==> config.mk <==
export PLATFORM = sky130hd
export DESIGN_NAME = pix_pack_top
export DESIGN_NICKNAME = d
export VERILOG_FILES = /design/src/rtl/pix_pack_pkg.sv /design/src/rtl/pix_phase_ctrl.sv /design/src/rtl/pix_assembler.sv /design/src/rtl/pix_commit.sv /design/src/rtl/pix_pack_top.sv
export SDC_FILE = /design/constraint.sdc
export NUM_CORES = 1
export LEC_CHECK = 0
export BUFFER_PORTS_ARGS = -buffer_cell sky130_fd_sc_hd__clkbuf_2
export CAP_MARGIN = 20
export CORE_ASPECT_RATIO = 0.8
export CORE_UTILIZATION = 60
export DETAILED_ROUTE_END_ITERATION = 12
export PLACE_DENSITY = 0.84
export SETUP_SLACK_MARGIN = 0.5
export SYNTH_ARGS = -nofsm -noshare
export SYNTH_HDL_FRONTEND = slang
export SYNTH_HIERARCHICAL = 1
export SYNTH_SLANG_ARGS = --single-unit
==> constraint.sdc <==
create_clock -name clk_i -period 8.97 [get_ports clk_i]
set_input_delay 0 -clock clk_i [delete_from_list [all_inputs] [get_ports clk_i]]
set_output_delay 0 -clock clk_i [all_outputs]
set_load 0.02 [all_outputs]
==> src/rtl/pix_pack_pkg.sv <==
package pix_pack_pkg;

  typedef enum logic [1:0] {
    FMT_A12  = 2'd0,
    FMT_B12  = 2'd1,
    FMT_565  = 2'd2,
    FMT_565X = 2'd3
  } fmt_e;

  localparam int unsigned PIX_W   = 16;
  localparam int unsigned BYTE_W  = 8;
  localparam int unsigned NIB_W   = 4;
  localparam int unsigned PHASE_W = 2;

  typedef struct packed {
    fmt_e fmt;
    logic wide;
  } cfg_t;

  function automatic logic [PIX_W-1:0] widen12(input logic [NIB_W-1:0] r,
                                               input logic [NIB_W-1:0] g,
                                               input logic [NIB_W-1:0] b);
    return {r, r[NIB_W-1], g, g[NIB_W-1 -: 2], b, b[NIB_W-1]};
  endfunction

  function automatic logic is_565(input fmt_e f);
    return (f == FMT_565) || (f == FMT_565X);
  endfunction

endpackage

==> src/rtl/pix_phase_ctrl.sv <==
module pix_phase_ctrl
  import pix_pack_pkg::*;
(
  input  logic               clk_i,
  input  logic               rst_ni,
  input  logic               cmd_i,
  input  logic               we_i,
  input  cfg_t               cfg_i,
  output logic               acc_o,
  output logic               restart_o,
  output logic [PHASE_W-1:0] phase_o,
  output logic               commit_o
);

  logic [PHASE_W-1:0] phase_q, phase_d, last_phase;
  cfg_t               cfg_q;

  assign acc_o     = we_i & cmd_i;
  assign restart_o = (cfg_i != cfg_q);
  assign phase_o   = restart_o ? '0 : phase_q;

  // format A on bytes runs three phases, every other byte-bus format two
  assign last_phase = (cfg_i.fmt == FMT_A12) ? PHASE_W'(2) : PHASE_W'(1);

  // on the byte bus every phase after the first closes a pixel
  assign commit_o = acc_o & (cfg_i.wide | (phase_o != '0));

  always_comb begin
    phase_d = phase_q;
    if (!cmd_i) begin
      phase_d = '0;
    end else if (acc_o) begin
      if (cfg_i.wide || phase_o == last_phase) phase_d = '0;
      else                                     phase_d = phase_o + PHASE_W'(1);
    end
  end

  always_ff @(posedge clk_i or negedge rst_ni) begin
    if (!rst_ni) begin
      phase_q <= '0;
      cfg_q   <= '{fmt: FMT_A12, wide: 1'b0};
    end else begin
      phase_q <= phase_d;
      if (acc_o) cfg_q <= cfg_i;
    end
  end

endmodule

==> src/rtl/pix_assembler.sv <==
module pix_assembler
  import pix_pack_pkg::*;
(
  input  logic               clk_i,
  input  logic               rst_ni,
  input  logic               cmd_i,
  input  logic               acc_i,
  input  logic               restart_i,
  input  cfg_t               cfg_i,
  input  logic [PHASE_W-1:0] phase_i,
  input  logic [PIX_W-1:0]   data_i,
  output logic [PIX_W-1:0]   pix_o
);

  logic [BYTE_W-1:0] prev_q;
  logic [BYTE_W-1:0] cur;
  logic [NIB_W-1:0]  r, g, b;

  assign cur = data_i[BYTE_W-1:0];

  // prev_q keeps the byte before the current one; format A phase 2 uses its low nibble
  always_ff @(posedge clk_i or negedge rst_ni) begin
    if (!rst_ni)               prev_q <= '0;
    else if (!cmd_i)           prev_q <= '0;
    else if (acc_i && !cfg_i.wide) prev_q <= cur;
    else if (acc_i && restart_i)   prev_q <= '0;
  end

  always_comb begin
    r = '0;
    g = '0;
    b = '0;
    if (cfg_i.wide) begin
      unique case (cfg_i.fmt)
        FMT_A12: begin r = data_i[15:12]; g = data_i[11:8]; b = data_i[7:4]; end
        FMT_B12: begin r = data_i[11:8];  g = data_i[7:4];  b = data_i[3:0]; end
        default: ;
      endcase
    end else begin
      unique case (cfg_i.fmt)
        FMT_A12: begin
          if (phase_i == PHASE_W'(2)) begin
            r = prev_q[3:0]; g = cur[7:4]; b = cur[3:0];
          end else begin
            r = prev_q[7:4]; g = prev_q[3:0]; b = cur[7:4];
          end
        end
        FMT_B12: begin r = prev_q[3:0]; g = cur[7:4]; b = cur[3:0]; end
        default: ;
      endcase
    end
  end

  always_comb begin
    if (is_565(cfg_i.fmt)) pix_o = cfg_i.wide ? data_i : {prev_q, cur};
    else                   pix_o = widen12(r, g, b);
  end

endmodule

==> src/rtl/pix_commit.sv <==
module pix_commit
  import pix_pack_pkg::*;
#(
  parameter int unsigned ADDR_W = 17
) (
  input  logic              clk_i,
  input  logic              rst_ni,
  input  logic              cmd_i,
  input  logic              commit_i,
  input  logic [PIX_W-1:0]  pix_i,
  output logic              we_o,
  output logic [ADDR_W-1:0] addr_o,
  output logic [PIX_W-1:0]  data_o
);

  logic              cmd_q;
  logic [ADDR_W-1:0] ptr_q, ptr_cur;

  assign ptr_cur = (cmd_i && !cmd_q) ? '0 : ptr_q;

  always_ff @(posedge clk_i or negedge rst_ni) begin
    if (!rst_ni) begin
      cmd_q  <= 1'b0;
      ptr_q  <= '0;
      we_o   <= 1'b0;
      addr_o <= '0;
      data_o <= '0;
    end else begin
      cmd_q <= cmd_i;
      we_o  <= commit_i;
      ptr_q <= ptr_cur + ADDR_W'(commit_i);
      if (commit_i) begin
        addr_o <= ptr_cur;
        data_o <= pix_i;
      end
    end
  end

endmodule

==> src/rtl/pix_pack_top.sv <==
module pix_pack_top
  import pix_pack_pkg::*;
#(
  parameter int unsigned ADDR_W = 17
) (
  input  logic              clk_i,
  input  logic              rst_ni,
  input  logic              mem_wr_cmd_i,
  input  logic [1:0]        color_mode_i,
  input  logic              bus16_i,
  input  logic              host_we_i,
  input  logic [15:0]       host_data_i,
  output logic              mem_we_o,
  output logic [ADDR_W-1:0] mem_addr_o,
  output logic [15:0]       mem_data_o
);

  cfg_t               cfg;
  logic               acc, restart, commit;
  logic [PHASE_W-1:0] phase;
  logic [PIX_W-1:0]   pix;

  assign cfg.fmt  = fmt_e'(color_mode_i);
  assign cfg.wide = bus16_i;

  pix_phase_ctrl u_phase (
    .clk_i     (clk_i),
    .rst_ni    (rst_ni),
    .cmd_i     (mem_wr_cmd_i),
    .we_i      (host_we_i),
    .cfg_i     (cfg),
    .acc_o     (acc),
    .restart_o (restart),
    .phase_o   (phase),
    .commit_o  (commit)
  );

  pix_assembler u_asm (
    .clk_i     (clk_i),
    .rst_ni    (rst_ni),
    .cmd_i     (mem_wr_cmd_i),
    .acc_i     (acc),
    .restart_i (restart),
    .cfg_i     (cfg),
    .phase_i   (phase),
    .data_i    (host_data_i),
    .pix_o     (pix)
  );

  pix_commit #(.ADDR_W(ADDR_W)) u_commit (
    .clk_i    (clk_i),
    .rst_ni   (rst_ni),
    .cmd_i    (mem_wr_cmd_i),
    .commit_i (commit),
    .pix_i    (pix),
    .we_o     (mem_we_o),
    .addr_o   (mem_addr_o),
    .data_o   (mem_data_o)
  );

endmodule

==> results.json, run 1 <==
{
  "result_of_the_run": "complete, no violations",
  "clock_path_buffers": 2,
  "hold_viol_final": 0,
  "timing.critical_path.required_ns": 9.24,
  "drive_gt1_share_pct": 28.1,
  "yosys-mux-area-fraction_pct": 11.3,
  "gr-usage-all-layers_pct": 27.1,
  "class_of_the_tightest_hold_or_removal_check": "input port to register",
  "adder_cell_area_share_of_the_yosys_netlist_pct": 0.737,
  "timing.final.setup_violations": 0,
  "synthDistinctLibCells": 51,
  "coreArea_sq_um": 5440,
  "dpl.hpwl_microns": 4930,
  "grt_max_degree": 66,
  "cts.repair_timing.setup_buffer_count": 0,
  "worst_ep_arrival_time_ns": 3.53,
  "grt_first_pass_wirelength_microns": 12400,
  "synth_edf_count": 0,
  "htreeDepth": 3,
  "finalWeightedCongestion": 0.814,
  "setup_total_negative_slack_ns": 0,
  "critical_path.max_fanout": 5,
  "yosysMostFrequentCell": "dfrtp_1",
  "rows": 24,
  "p_leak_nw": 1.82,
  "ant_cells": 0,
  "endpoint_kind": "register",
  "grt_setup_unrepaired": "false",
  "synth_xor_area_share_pct": 3.35,
  "starting_density_pct": 62.5,
  "wl_per_cell_microns": 15.2,
  "cts-buffers-inserted": 9,
  "die_area_sq_um": 5960,
  "cap_violations": 0,
  "initial_antenna_violation_count": 0,
  "cts_resized": 0,
  "via_count_of_the_first_global_routing_pass": 2571,
  "synth_area_leader_cell": "dfrtp_1",
  "postRouteWirelength_microns": 7230,
  "synth_compound_area_share_pct": 13.5,
  "clock_sinks": 65,
  "pd_cells_nw_per_um2": 176,
  "final-max-slew-violation-count": 0,
  "layout_worst_path_cycle_share_pct": 36.3,
  "detail_route.vias_per_cell": 5.69,
  "synth_top_area_share_pct": 47.9,
  "rr_startpoint": "u_phase/cfg_q[0]",
  "port-buffer-count": 56,
  "tightest_slew_ns": 0.933,
  "clock_edge_transition_at_the_registers_on_the_reported_setup_and_hold_paths_ns": 0.07,
  "synth-warning-count": 6,
  "netlist_top_cells_area": "dfrtp_1, mux2_2, o21ai_0, mux2i_1, nand3_1",
  "worst_ir_drop_vdd_mv": 0.135,
  "fin_worst_skew_ns": 0.00904,
  "synth_seq_cells": 65,
  "ioPinCount": 57,
  "cts_hold_repair.buffers": 9,
  "synth_simple_gate_area_share_pct": 17.4,
  "routed-via-count": 2713,
  "synth_top_family_by_area": "simple AND/OR/NAND/NOR gates",
  "post_synth_arst_share_pct": 100,
  "worstHoldStart": "host_data_i[4]",
  "cts_root_buffer": "clkbuf_8",
  "clock_tree_from_tritoncts": "built",
  "finalNetCount": 419,
  "syn-cell-area_sq_um": 3390,
  "slew_headroom_pct": 37.7,
  "clock.fmax_mhz": 307,
  "antenna_left": 0,
  "drt-initial-drc-count": 228,
  "fill_cells": 422,
  "ys_seq_area_share_pct": 47.9,
  "synth_common_cells": "dfrtp_1, o21ai_0, inv_1, nand2_1, nand3_1",
  "die_h_microns": 69.3,
  "critPathKind": "register to register",
  "clkLatencyLatePin_ns": 0.35,
  "synthesis.instances": 331,
  "startpoint": "u_phase/cfg_q[0]",
  "place.detailed.instances": 452,
  "grt-ovfl-total": 0,
  "critical_path.startpoint_type": "register",
  "drt_first_pass_iters": 5,
  "synth_nets": 356,
  "flow.area_growth_from_synthesis_pct": 17.5,
  "floorplan.die.width_microns": 86.1,
  "yosys_most_used_dff": "dfrtp_1",
  "post_layout_nonfiller_instances": 477,
  "remaining_drc_errors": 0,
  "min_period_ns": 3.26,
  "mean_instance_size_in_the_synthesized_netlist_sq_um": 10.3
}
[layout make-up]
| type | count | area (sq um) | area share (%) |
|---|---|---|---|
| well taps | 78 | 97.6 | 2.45 |
| clock buffers | 11 | 141 | 3.54 |
| flip-flops and latches | 65 | 1630 | 40.8 |
| inverters | 26 | 97.6 | 2.45 |
| multi-input cells | 225 | 1590 | 39.7 |
| repair buffers | 67 | 385 | 9.66 |
| clock inverters | 5 | 55.1 | 1.38 |
[layer usage]
metal | wire [microns] | track usage [%]
met3 | 467 | 8.69
met1 | 3350 | 39.1
met5 | 0 | 0
met2 | 3340 | 39.9
met4 | 73 | 7.04
[path summary, 6_finish.rpt]
kind	end	slack (ns)	cells after the start
min in group asynchronous	u_commit/addr_o[8]	0.37	3
min reg2reg	u_commit/data_o[11]	0.51	1
max reg2reg	u_commit/ptr_q[15]	5.71	10
max in group asynchronous	u_phase/phase_q[1]	8.08	3
min	u_asm/prev_q[4]	0.02	3
max	u_commit/ptr_q[15]	5.71	10
[cell families after synthesis]
family	Yosys count
adders and majority gates	2
xor gates and xnor gates	13
buffers and inverters	41
DFF	65
muxes	34
and+or+nand+nor	106
AOI/OAI and AO/OA	70
[stage by stage]
stage	instance area [sq um]	worst slack [ns]	total power, W	util, %	hold slack, ns
after floorplan	3390	5.87	0.000414	-	-0.296
after global placement	3700	5.85	0.000455	68.1	0.224
after detailed placement	3700	5.77	0.000460	68.1	0.220
after CTS	3990	5.76	0.000708	73.4	0.00452
after global routing	3990	5.56	0.000735	73.4	0.0416
final	3990	5.71	0.000703	73.4	0.0166
[critical path, cell delays in order, from the launching register on]
cell and delay [ns]:
dfrtp_1 0.39, xor2_1 0.19, nor4_1 0.68, inv_1 0.11, ha_1 0.26, a21oi_4 0.16, ha_1 0.28, nand4_2 0.18
or2_4 0.29, or4_1 0.50, a21oi_1 0.15
[placed cells by master, fill, tap and decap left out, types with 3 or more instances in the layout]
cell	instances
nor2_1	13
and2_1	3
nand2_1	25
xor2_1	7
clkbuf_8	10
xnor2_1	6
mux2_2	21
a22oi_1	8
nor3_1	3
clkbuf_2	56
inv_1	25
nand3_1	22
o21ai_0	27
o211ai_1	3
dlygate4sd3_1	9
nor2b_1	15
dfrtp_1	65
a21oi_1	11
mux2i_1	11
nand2b_1	6
a21boi_0	4
[where the power goes]
group | internal [W] | total [W] | switching (W)
clock network | 0.000135 | 0.000245 | 0.000110
registers | 0.000318 | 0.000333 | 0.0000149
logic | 0.0000498 | 0.000125 | 0.0000757
[sequential cells by signal, indices dropped and copies added, names as in the netlist]
register         flops
u_commit/we_o        1
u_commit/ptr_q      17
u_asm/prev_q         8
u_commit/data_o     16
u_phase/cfg_q        3
u_commit/cmd_q       1
u_commit/addr_o     17
u_phase/phase_q      2
Note: power is estimated with default switching activity, not from simulation.
==> run 2: changes to the inputs <==
Settings changed: CORE_UTILIZATION 60 to 56, PLACE_DENSITY 0.84 to 0.79.
Clock period 8.97 ns to 3.15 ns, I/O delays scaled along.
==> results.json, run 2 (synthesis gave the netlist of run 1 again) <==
{
  "total_power_w": 0.00207,
  "clock_tree_from_tritoncts": "built",
  "internal_power_w": 0.00149,
  "tightest_slew_ns": 0.748,
  "hold_viol_final": 0,
  "grt_first_pass_wirelength_microns": 12800,
  "worst_ir_drop_vdd_mv": 0.707,
  "postRouteWirelength_microns": 7770,
  "rows": 24,
  "critPathKind": "register to register",
  "grt_use_met1_pct": 38.2,
  "htreeDepth": 3,
  "coreArea_sq_um": 5650,
  "clock.fmax_mhz": 382,
  "switching_share_pct": 28.0,
  "dpl.hpwl_microns": 5270,
  "class_of_the_tightest_hold_or_removal_check": "input port to register",
  "most_frequent_cells_in_the_layout": "dfrtp_1, clkbuf_2, o21ai_0",
  "endpoint_kind": "register",
  "drt_first_pass_iters": 5,
  "timing.final.setup_violations": 0,
  "grt-ovfl-total": 0,
  "cap_violations": 0,
  "setup_total_negative_slack_ns": 0,
  "starting_density_pct": 60.1,
  "routed-via-count": 2795,
  "mostFrequentLayoutCell": "dfrtp_1",
  "grt_use_met2_pct": 39.5,
  "clock_edge_transition_at_the_registers_on_the_reported_setup_and_hold_paths_ns": 0.07,
  "timing.critical_path.required_ns": 3.38,
  "fin_worst_skew_ns": 0.0118,
  "min_period_ns": 2.62,
  "initial_antenna_violation_count": 0,
  "critical_path.startpoint_type": "register",
  "via_count_of_the_first_global_routing_pass": 2766,
  "share_clk_of_total_power_pct": 35.5,
  "gr-usage-all-layers_pct": 27.0,
  "place.detailed.instances": 457,
  "critical_path.max_fanout": 8,
  "fill_cells": 448,
  "final-max-slew-violation-count": 0,
  "seq_power_share_pct": 45.9,
  "wl_per_cell_microns": 15.9,
  "drive_gt1_share_pct": 31.7,
  "p_leak_nw": 1.89,
  "result_of_the_run": "complete, no violations",
  "clock_path_buffers": 2,
  "ant_cells": 0,
  "cts_root_buffer": "clkbuf_8",
  "grt_max_degree": 51,
  "port-buffer-count": 56,
  "die_area_sq_um": 6380,
  "floorplan.die.width_microns": 89.0,
  "whs_ns": 0.0388,
  "finalNetCount": 430,
  "grt_setup_unrepaired": "false",
  "groute.layer.met3.usage_pct": 7.37,
  "post_layout_nonfiller_instances": 488,
  "worst_ep_arrival_time_ns": 2.85,
  "switching_power_w": 0.000579,
  "cts-buffers-inserted": 9,
  "drt-initial-drc-count": 174,
  "flow.area_growth_from_synthesis_pct": 22.6,
  "clock_sinks": 65,
  "finalWeightedCongestion": 0.853,
  "antenna_left": 0,
  "reg2reg_slack_ns": 0.53,
  "register_area_sq_um": 1630,
  "slew_headroom_pct": 50.2,
  "die_h_microns": 71.6,
  "layout_worst_path_cycle_share_pct": 83.2,
  "detail_route.vias_per_cell": 5.73,
  "multi_input_gate_area_sq_um": 1660,
  "share_comb_of_total_power_pct": 18.6,
  "clkLatencyLatePin_ns": 0.34,
  "ioPinCount": 57,
  "remaining_drc_errors": 0,
  "pd_cells_nw_per_um2": 497,
  "largestRegisters": "u_commit/addr_o x17, u_commit/ptr_q x17, u_commit/data_o x16",
  "busiest_layer": "met2"
}
run 2: cell type report:
| class | count | area share (%) |
|---|---|---|
| multi-input combinational | 225 | 40.0 |
| sequential | 65 | 39.1 |
| timing repair buffer | 78 | 11.2 |
| clock buffer | 14 | 4.15 |
| inverter | 26 | 2.35 |
| tap | 78 | 2.35 |
| clock inverter | 2 | 0.842 |
run 2: worst paths after layout:
check | startpoint | endpoint | depth (start not counted)
worst max-delay path | u_phase/cfg_q[1] | u_commit/data_o[10] | 8
max in group asynchronous | rst_ni | u_commit/data_o[6] | 3
worst max register to register | u_phase/cfg_q[1] | u_commit/data_o[10] | 8
worst min register to register | u_commit/data_o[3] | u_commit/data_o[3] | 1
worst min-delay path | host_data_i[5] | u_asm/prev_q[5] | 3
min in group asynchronous | rst_ni | u_phase/cfg_q[0] | 2
run 2: power groups by stage:
stage	sequential, W	combinational, W	clock [W]
final	0.000949	0.000383	0.000734
after global routing	0.000958	0.000415	0.000786
after CTS	0.000949	0.000380	0.000750
after detailed placement	0.000963	0.000365	0
after global placement	0.000959	0.000355	0
after floorplan	0.00102	0.000168	0
run 2: critical path, stage by stage, from the launching register on:
cell and delay, ns:
dfrtp_1 0.39, xor2_1 0.38, nor3_4 0.11, and2_1 0.19
nor2b_4 0.16, a21o_2 0.25, a2111oi_1 0.62, a21oi_1 0.10
mux2_2 0.29
run 2: metrics by stage:
| step | worst slack, ns | utilization, % | instance area, sq um |
|---|---|---|---|
| 4_1_cts | 0.508 | 72.9 | 4110 |
| 2_1_floorplan | 0.508 | - | 3450 |
| 3_5_place_dp | 0.420 | 67.1 | 3790 |
| 5_1_grt | 0.494 | 73.7 | 4160 |
| 6_report | 0.530 | 73.7 | 4160 |
| 3_3_place_gp | 0.499 | 67.1 | 3790 |
run 2: what timing repair did:
| item | in CTS | in global routing |
|---|---|---|
| hold buffers | 9 | 0 |
| pin swaps | 8 | 7 |
| gates resized for setup | 1 | 5 |
| endpoints found under the hold margin | 36 | 0 |
| buffers inserted | 3 | 3 |
| cloned | 0 | 0 |
| endpoints found under the setup margin | 2 | 11 |
run 2: layer usage:
layer | vias to the layer above | routed length [microns]
met5 | - | 0
li1 | 1315 | -
met1 | 1342 | 3520
met3 | 20 | 560
met4 | 0 | 151
met2 | 118 | 3530
